[config.mk]
export PLATFORM = sky130hd
export DESIGN_NAME = irq_ctx_stack
export DESIGN_NICKNAME = d
export VERILOG_FILES = /design/src/rtl/ictx_pkg.sv /design/src/rtl/ictx_pack.sv /design/src/rtl/ictx_gate.sv /design/src/rtl/irq_ctx_stack.sv
export SDC_FILE = /design/constraint.sdc
export NUM_CORES = 1
export LEC_CHECK = 0
export ABC_AREA = 0
export BUFFER_PORTS_ARGS = -buffer_cell sky130_fd_sc_hd__clkbuf_2
export CAP_MARGIN = 25
export CORE_MARGIN = 2
export CORE_UTILIZATION = 46
export CTS_BUF_LIST = sky130_fd_sc_hd__clkbuf_8
export CTS_CLUSTER_SIZE = 40
export DETAILED_ROUTE_END_ITERATION = 8
export GPL_TIMING_DRIVEN = 0
export PLACE_DENSITY = 0.83
export SYNTH_ARGS = -nofsm -noshare
export SYNTH_HDL_FRONTEND = slang
export SYNTH_SLANG_ARGS = --single-unit
export TNS_END_PERCENT = 10
[constraint.sdc]
create_clock -name clk -period 2 [get_ports clk]
set_input_delay 0.1 -clock clk [delete_from_list [all_inputs] [get_ports clk]]
set_output_delay 0.1 -clock clk [all_outputs]
set_load 0.01 [all_outputs]
[src/rtl/ictx_pkg.sv]
package ictx_pkg;
    localparam int CSR_W  = 32;
    localparam int IDX_W  = 9;
    localparam int PRIO_W = 4;
    localparam int TH_W   = PRIO_W + 1;
    localparam int P_STK2 = 28;
    localparam int P_STK1 = 24;
    localparam int P_TH   = 16;
    localparam int P_IDLE = 15;
    localparam int P_IRQ  = 4;
    localparam int P_TSV  = 3;
    localparam int P_SSV  = 2;
    localparam int P_MASK = 1;
    localparam int P_RET  = 0;
    localparam logic [PRIO_W-1:0] PRIO_MAX = {PRIO_W{1'b1}};

    typedef struct packed {
        logic [PRIO_W-1:0] stk2;
        logic [PRIO_W-1:0] stk1;
        logic [TH_W-1:0]   thresh;
        logic              idle;
        logic [IDX_W-1:0]  cur_irq;
        logic              tmr_save;
        logic              sw_save;
        logic              ret_pop;
    } ctx_t;

    function automatic logic [PRIO_W-1:0] sat_prio(input logic [TH_W-1:0] t);
        return t[TH_W-1] ? PRIO_MAX : t[PRIO_W-1:0];
    endfunction
endpackage

[src/rtl/ictx_pack.sv]
module ictx_pack
    import ictx_pkg::*;
(
    input  ctx_t             ctx,
    output logic [CSR_W-1:0] rdata
);
    always_comb begin
        rdata                   = '0;
        rdata[P_STK2 +: PRIO_W] = ctx.stk2;
        rdata[P_STK1 +: PRIO_W] = ctx.stk1;
        rdata[P_TH +: TH_W]     = ctx.thresh;
        rdata[P_IDLE]           = ctx.idle;
        rdata[P_IRQ +: IDX_W]   = ctx.cur_irq;
        rdata[P_TSV]            = ctx.tmr_save;
        rdata[P_SSV]            = ctx.sw_save;
        rdata[P_RET]            = ctx.ret_pop;
    end
endmodule

[src/rtl/ictx_gate.sv]
module ictx_gate
    import ictx_pkg::*;
(
    input  logic              cand_valid,
    input  logic [PRIO_W-1:0] cand_prio,
    input  logic [TH_W-1:0]   thresh,
    output logic              req
);
    always_comb req = cand_valid && ({1'b0, cand_prio} >= thresh);
endmodule

[src/rtl/irq_ctx_stack.sv]
module irq_ctx_stack
    import ictx_pkg::*;
(
    input  logic              clk,
    input  logic              rst_n,
    input  logic              csr_wen,
    input  logic [CSR_W-1:0]  csr_wdata,
    output logic [CSR_W-1:0]  csr_rdata,
    input  logic              trap_take,
    input  logic              trap_is_ext,
    input  logic              trap_ret,
    input  logic              upd_stb,
    input  logic              upd_idle,
    input  logic [IDX_W-1:0]  upd_index,
    input  logic [PRIO_W-1:0] upd_prio,
    input  logic              tmr_en_i,
    input  logic              sw_en_i,
    output logic              tmr_en_clr,
    output logic              tmr_en_set,
    output logic              sw_en_clr,
    output logic              sw_en_set,
    input  logic              cand_valid,
    input  logic [PRIO_W-1:0] cand_prio,
    output logic              irq_req
);
    ctx_t            ctx_d, ctx_q;
    logic [TH_W-1:0] upd_th;
    logic [TH_W-1:0] floor_th;

    always_comb begin
        ctx_d      = ctx_q;
        tmr_en_clr = 1'b0;
        tmr_en_set = 1'b0;
        sw_en_clr  = 1'b0;
        sw_en_set  = 1'b0;
        upd_th     = TH_W'(upd_prio) + TH_W'(1);
        floor_th   = {1'b0, ctx_q.stk1};
        if (trap_take) begin
            if (trap_is_ext) begin
                ctx_d.stk2    = ctx_q.stk1;
                ctx_d.stk1    = sat_prio(ctx_q.thresh);
                ctx_d.ret_pop = 1'b1;
            end else begin
                ctx_d.ret_pop = 1'b0;
            end
        end else if (trap_ret) begin
            if (ctx_q.ret_pop) begin
                ctx_d.thresh = floor_th;
                ctx_d.stk1   = ctx_q.stk2;
                ctx_d.stk2   = '0;
            end
            ctx_d.ret_pop = 1'b0;
        end else if (upd_stb) begin
            ctx_d.thresh  = (upd_th > floor_th) ? upd_th : floor_th;
            ctx_d.cur_irq = upd_index;
            ctx_d.idle    = upd_idle;
        end else if (csr_wen) begin
            ctx_d.stk2    = csr_wdata[P_STK2 +: PRIO_W];
            ctx_d.stk1    = csr_wdata[P_STK1 +: PRIO_W];
            ctx_d.thresh  = csr_wdata[P_TH +: TH_W];
            ctx_d.idle    = csr_wdata[P_IDLE];
            ctx_d.cur_irq = csr_wdata[P_IRQ +: IDX_W];
            ctx_d.ret_pop = csr_wdata[P_RET];
            if (csr_wdata[P_MASK]) begin
                ctx_d.tmr_save = tmr_en_i;
                ctx_d.sw_save  = sw_en_i;
                tmr_en_clr     = 1'b1;
                sw_en_clr      = 1'b1;
            end else begin
                ctx_d.tmr_save = 1'b0;
                ctx_d.sw_save  = 1'b0;
                tmr_en_set     = csr_wdata[P_TSV];
                sw_en_set      = csr_wdata[P_SSV];
            end
        end
    end

    always_ff @(posedge clk or negedge rst_n) begin
        if (!rst_n) begin
            ctx_q      <= '0;
            ctx_q.idle <= 1'b1;
        end else begin
            ctx_q <= ctx_d;
        end
    end

    ictx_pack u_pack (
        .ctx   (ctx_q),
        .rdata (csr_rdata)
    );

    ictx_gate u_gate (
        .cand_valid (cand_valid),
        .cand_prio  (cand_prio),
        .thresh     (ctx_q.thresh),
        .req        (irq_req)
    );
endmodule

==> results by group <==
Final layout
  – Reg with most FFs: ctx_q
  – Storage cell area: 655.6 µm²
  – # fillers: 331
  – Layout area overhead: 33.09%
  – Post-layout util: 63.64%
  – Final #Nets: 372
  – Largest register FFs: 26
  – # diodes: 0
  – Largest registers in the final layout: ctx_q: 26 flops
  – Share of cells above drive strength 1: 39.74%
  – Footprint of the multi-input gates: 970.9 µm²

Floorplanning
  – Chip height: 65.69 µm
  – Starting Density: 47.81%
  – Chip width: 65.69 µm
  – I/O pin count: 97
  – Std cell rows: 22
  – Die area: 4315 µm²
  – Core area: 3661 µm²

Worst setup path
  – Sum of buffers and inverters on the critical path: 1
  – CP Launch Type: flop
  – Crit path DAT: 1810 ps
  – Setup crit start: ctx_q[13]
  – Family with the most delay on the worst path: compound AO/OA/AOI/OAI gates
  – Worst-path fanout max: 4
  – Crit. End Element: output pin
  – Highest-delay cell along the critical path: dfrtp_1
  – Req. time, crit path: 1900 ps
  – R2r startpoint: ctx_q[20]
  – Critical path class: flop to output pin
  – Reg-to-reg critical path endpoint: ctx_q[13]
  – R2R depth: 7
  – Cells along the critical path: ha_1, nand2b_1, a21o_1, a21o_1, a21oi_2, nor3b_1, clkbuf_2
  – Reg2reg setup slack: 140 ps
  – Crit-path max cell delay: 440 ps
  – Crit-path most repeated cell: a21o_1

Logic synthesis
  – XOR/XNOR share of the synthesized area: 1.001%
  – Simple-gate share of the synthesized area: 17.44%
  – Post-Syn Area per Cell: 8.416 µm²
  – Leading post-synthesis cells by cell area: dfrtp_1 (36%), nand2_1 (7.5%), ha_1 (6.4%)
  – Number of library cell types mapped by synthesis: 39
  – Post-synth EDFFs: 0
  – Async SR Flop Fraction: 100.0%
  – Dominant cell by count in the synthesized netlist: nand2_1
  – Post-Syn Area: 1750 µm²
  – Synth top area share: 35.74%
  – Top cell type by total area after synthesis: dfrtp_1
  – Multiplexer share of the synthesized area: 4.146%
  – Largest family of logic cells by synthesized area: compound AO/OA/AOI/OAI gates
  – Synth Area in Compound Gates: 24.52%
  – Ys flop type: dfrtp_1
  – Ys Warns: 0
  – Area share of fa/ha/maj cells after synthesis: 6.433%
  – Post-synth top cells: nand2_1 (35), dfrtp_1 (25), o21ai_0 (20)
  – Flop and latch count out of synthesis: 26
  – Syn Inst Count: 208
  – Sequential area share after synthesis: 37.24%

Placed design
  – Port Buffers: 84
  – GP Congestion: 0.8974
  – Place WS: 14.08 ps
  – DP HPWL: 3621 µm

Detailed routing
  – First-pass DRT Iterations: 4
  – Vias: 1,788
  – Remaining DRCs: 0
  – Via density: 5.109
  – ANT nets after route: 0
  – DRT iter0 DRCs: 75
  – Overall routed net length: 4627 µm
  – Routed wire per std cell: 13.22 µm

Power and ir drop
  – Leak: 0.001199 µW
  – Final total power: 1798 µW
  – Maximum VDD drop: 438.4 µV
  – Power Dens Cells: 771.7 nW/µm²

Outcome
  – Status: finished clean

Timing
  – Worst-margin pin slew: 644.1 ps
  – Worst hold slack: 68.48 ps
  – Slew HR: 57.06%
  – Fin. max-slew vios: 0
  – RSZ-0062 raised after global routing: no
  – Min Tclk post-route: 1908 ps
  – Final setup violation count: 0
  – Clock Skew: 4.112 ps
  – Final period util: 95.40%
  – Worst setup margin: 91.92 ps
  – Achievable Freq: 0.5241 GHz
  – Final setup TNS: 0 ps
  – Final Hold Viols: 0

Job
  – Max Cap Viol: 0

GRT
  – Antenna violations before repair: 0
  – Total gr overflow: 0
  – Largest net degree at the start of global routing: 27
  – Vias in the first global route: 1,619
  – Global Route Usage Sum: 21.85%
  – First-pass GRT wire length: 7300 µm

Clock tree
  – H-Tree Depth: 1
  – Clock transition at path regs: 90 ps
  – Post-CTS Setup Repair Bufs: 0
  – CTS tree: yes
  – Clk_lat worst skew: 270 ps
  – Clock buffer depth: 2
  – Clk root buf: clkbuf_8
  – Clock sinks: 26
  – CTS Buf Count: 3

Min path
  – Hold Startpoint: tmr_en_i
  – Hold Crit Class: input port to flop
  – Hold path cells: 3
  – Hold endpoint: ctx_q[2]
-- metal layers --
metal	vias to the layer above	routed length [µm]	global-route usage (%)
met4	0	19	6.250
met2	49	2379	36.49
met5	-	0	0
met3	2	199	3.253
li1	910	-	-
met1	827	2028	29.27
-- power breakdown --
| part | internal (µW) | switching (µW) | total, µW |
|---|---|---|---|
| Combinational | 331 | 378 | 710 |
| Clock | 176 | 163 | 338 |
| Sequential | 637 | 112 | 750 |
-- tightest hold or removal path, cell delays in order --
cell and delay [ps]:
clkbuf_2 80, nand2_1 50, o21ai_0 70
-- what timing repair did --
action                                  4_1_cts  5_1_grt
gates resized for setup                       0        5
hold buffers                                  1        0
hold endpoints to repair                     25        0
endpoints found under the setup margin        0        3
-- per-stage QoR --
step,std cells,instance area (µm²)
detailed placement,345,2250
finish,350,2330
floorplan,213,1769
CTS,350,2315
global route,350,2330
global placement,345,2250
-- cell families after synthesis --
logic type / after synthesis
flops: 26
buf+inv: 28
xor+xnor: 2
simple gates: 69
compound gates: 66
fa+ha+maj: 9
mux: 7
other cells: 1
-- worst max path at each step --
stage | cells past startpoint | slack (ps) | endpoint
2_1_floorplan | 7 | 220 | ctx_q[13]
3_3_place_gp | 9 | 50 | ctx_q[13]
3_5_place_dp | 9 | 10 | ctx_q[13]
4_1_cts | 7 | 60 | irq_req
5_1_grt | 7 | 7 | irq_req
6_report | 7 | 90 | irq_req
-- layout by cell type, fill, tap and decap left out, drive strengths merged, types with 3 or more instances in the layout --
cell type  count
nor2          18
ha             9
conb           6
nand2         35
clkbuf        90
nor3b          3
buf           16
dfrtp         25
mux2i          5
a21oi         18
inv           10
a22oi         10
o21ai         23
a221o          4
nor2b          4
o221ai         4
-- final cells by class --
type / count / area share [%]
multi-input combinational: 159 / 41.68
timing repair buffer: 85 / 18.47
clock buffer: 4 / 2.363
sequential: 26 / 28.14
inverter: 10 / 1.611
buffer: 18 / 5.156
tap: 48 / 2.578
No activity file was read; power rests on OpenSTA's default activity.
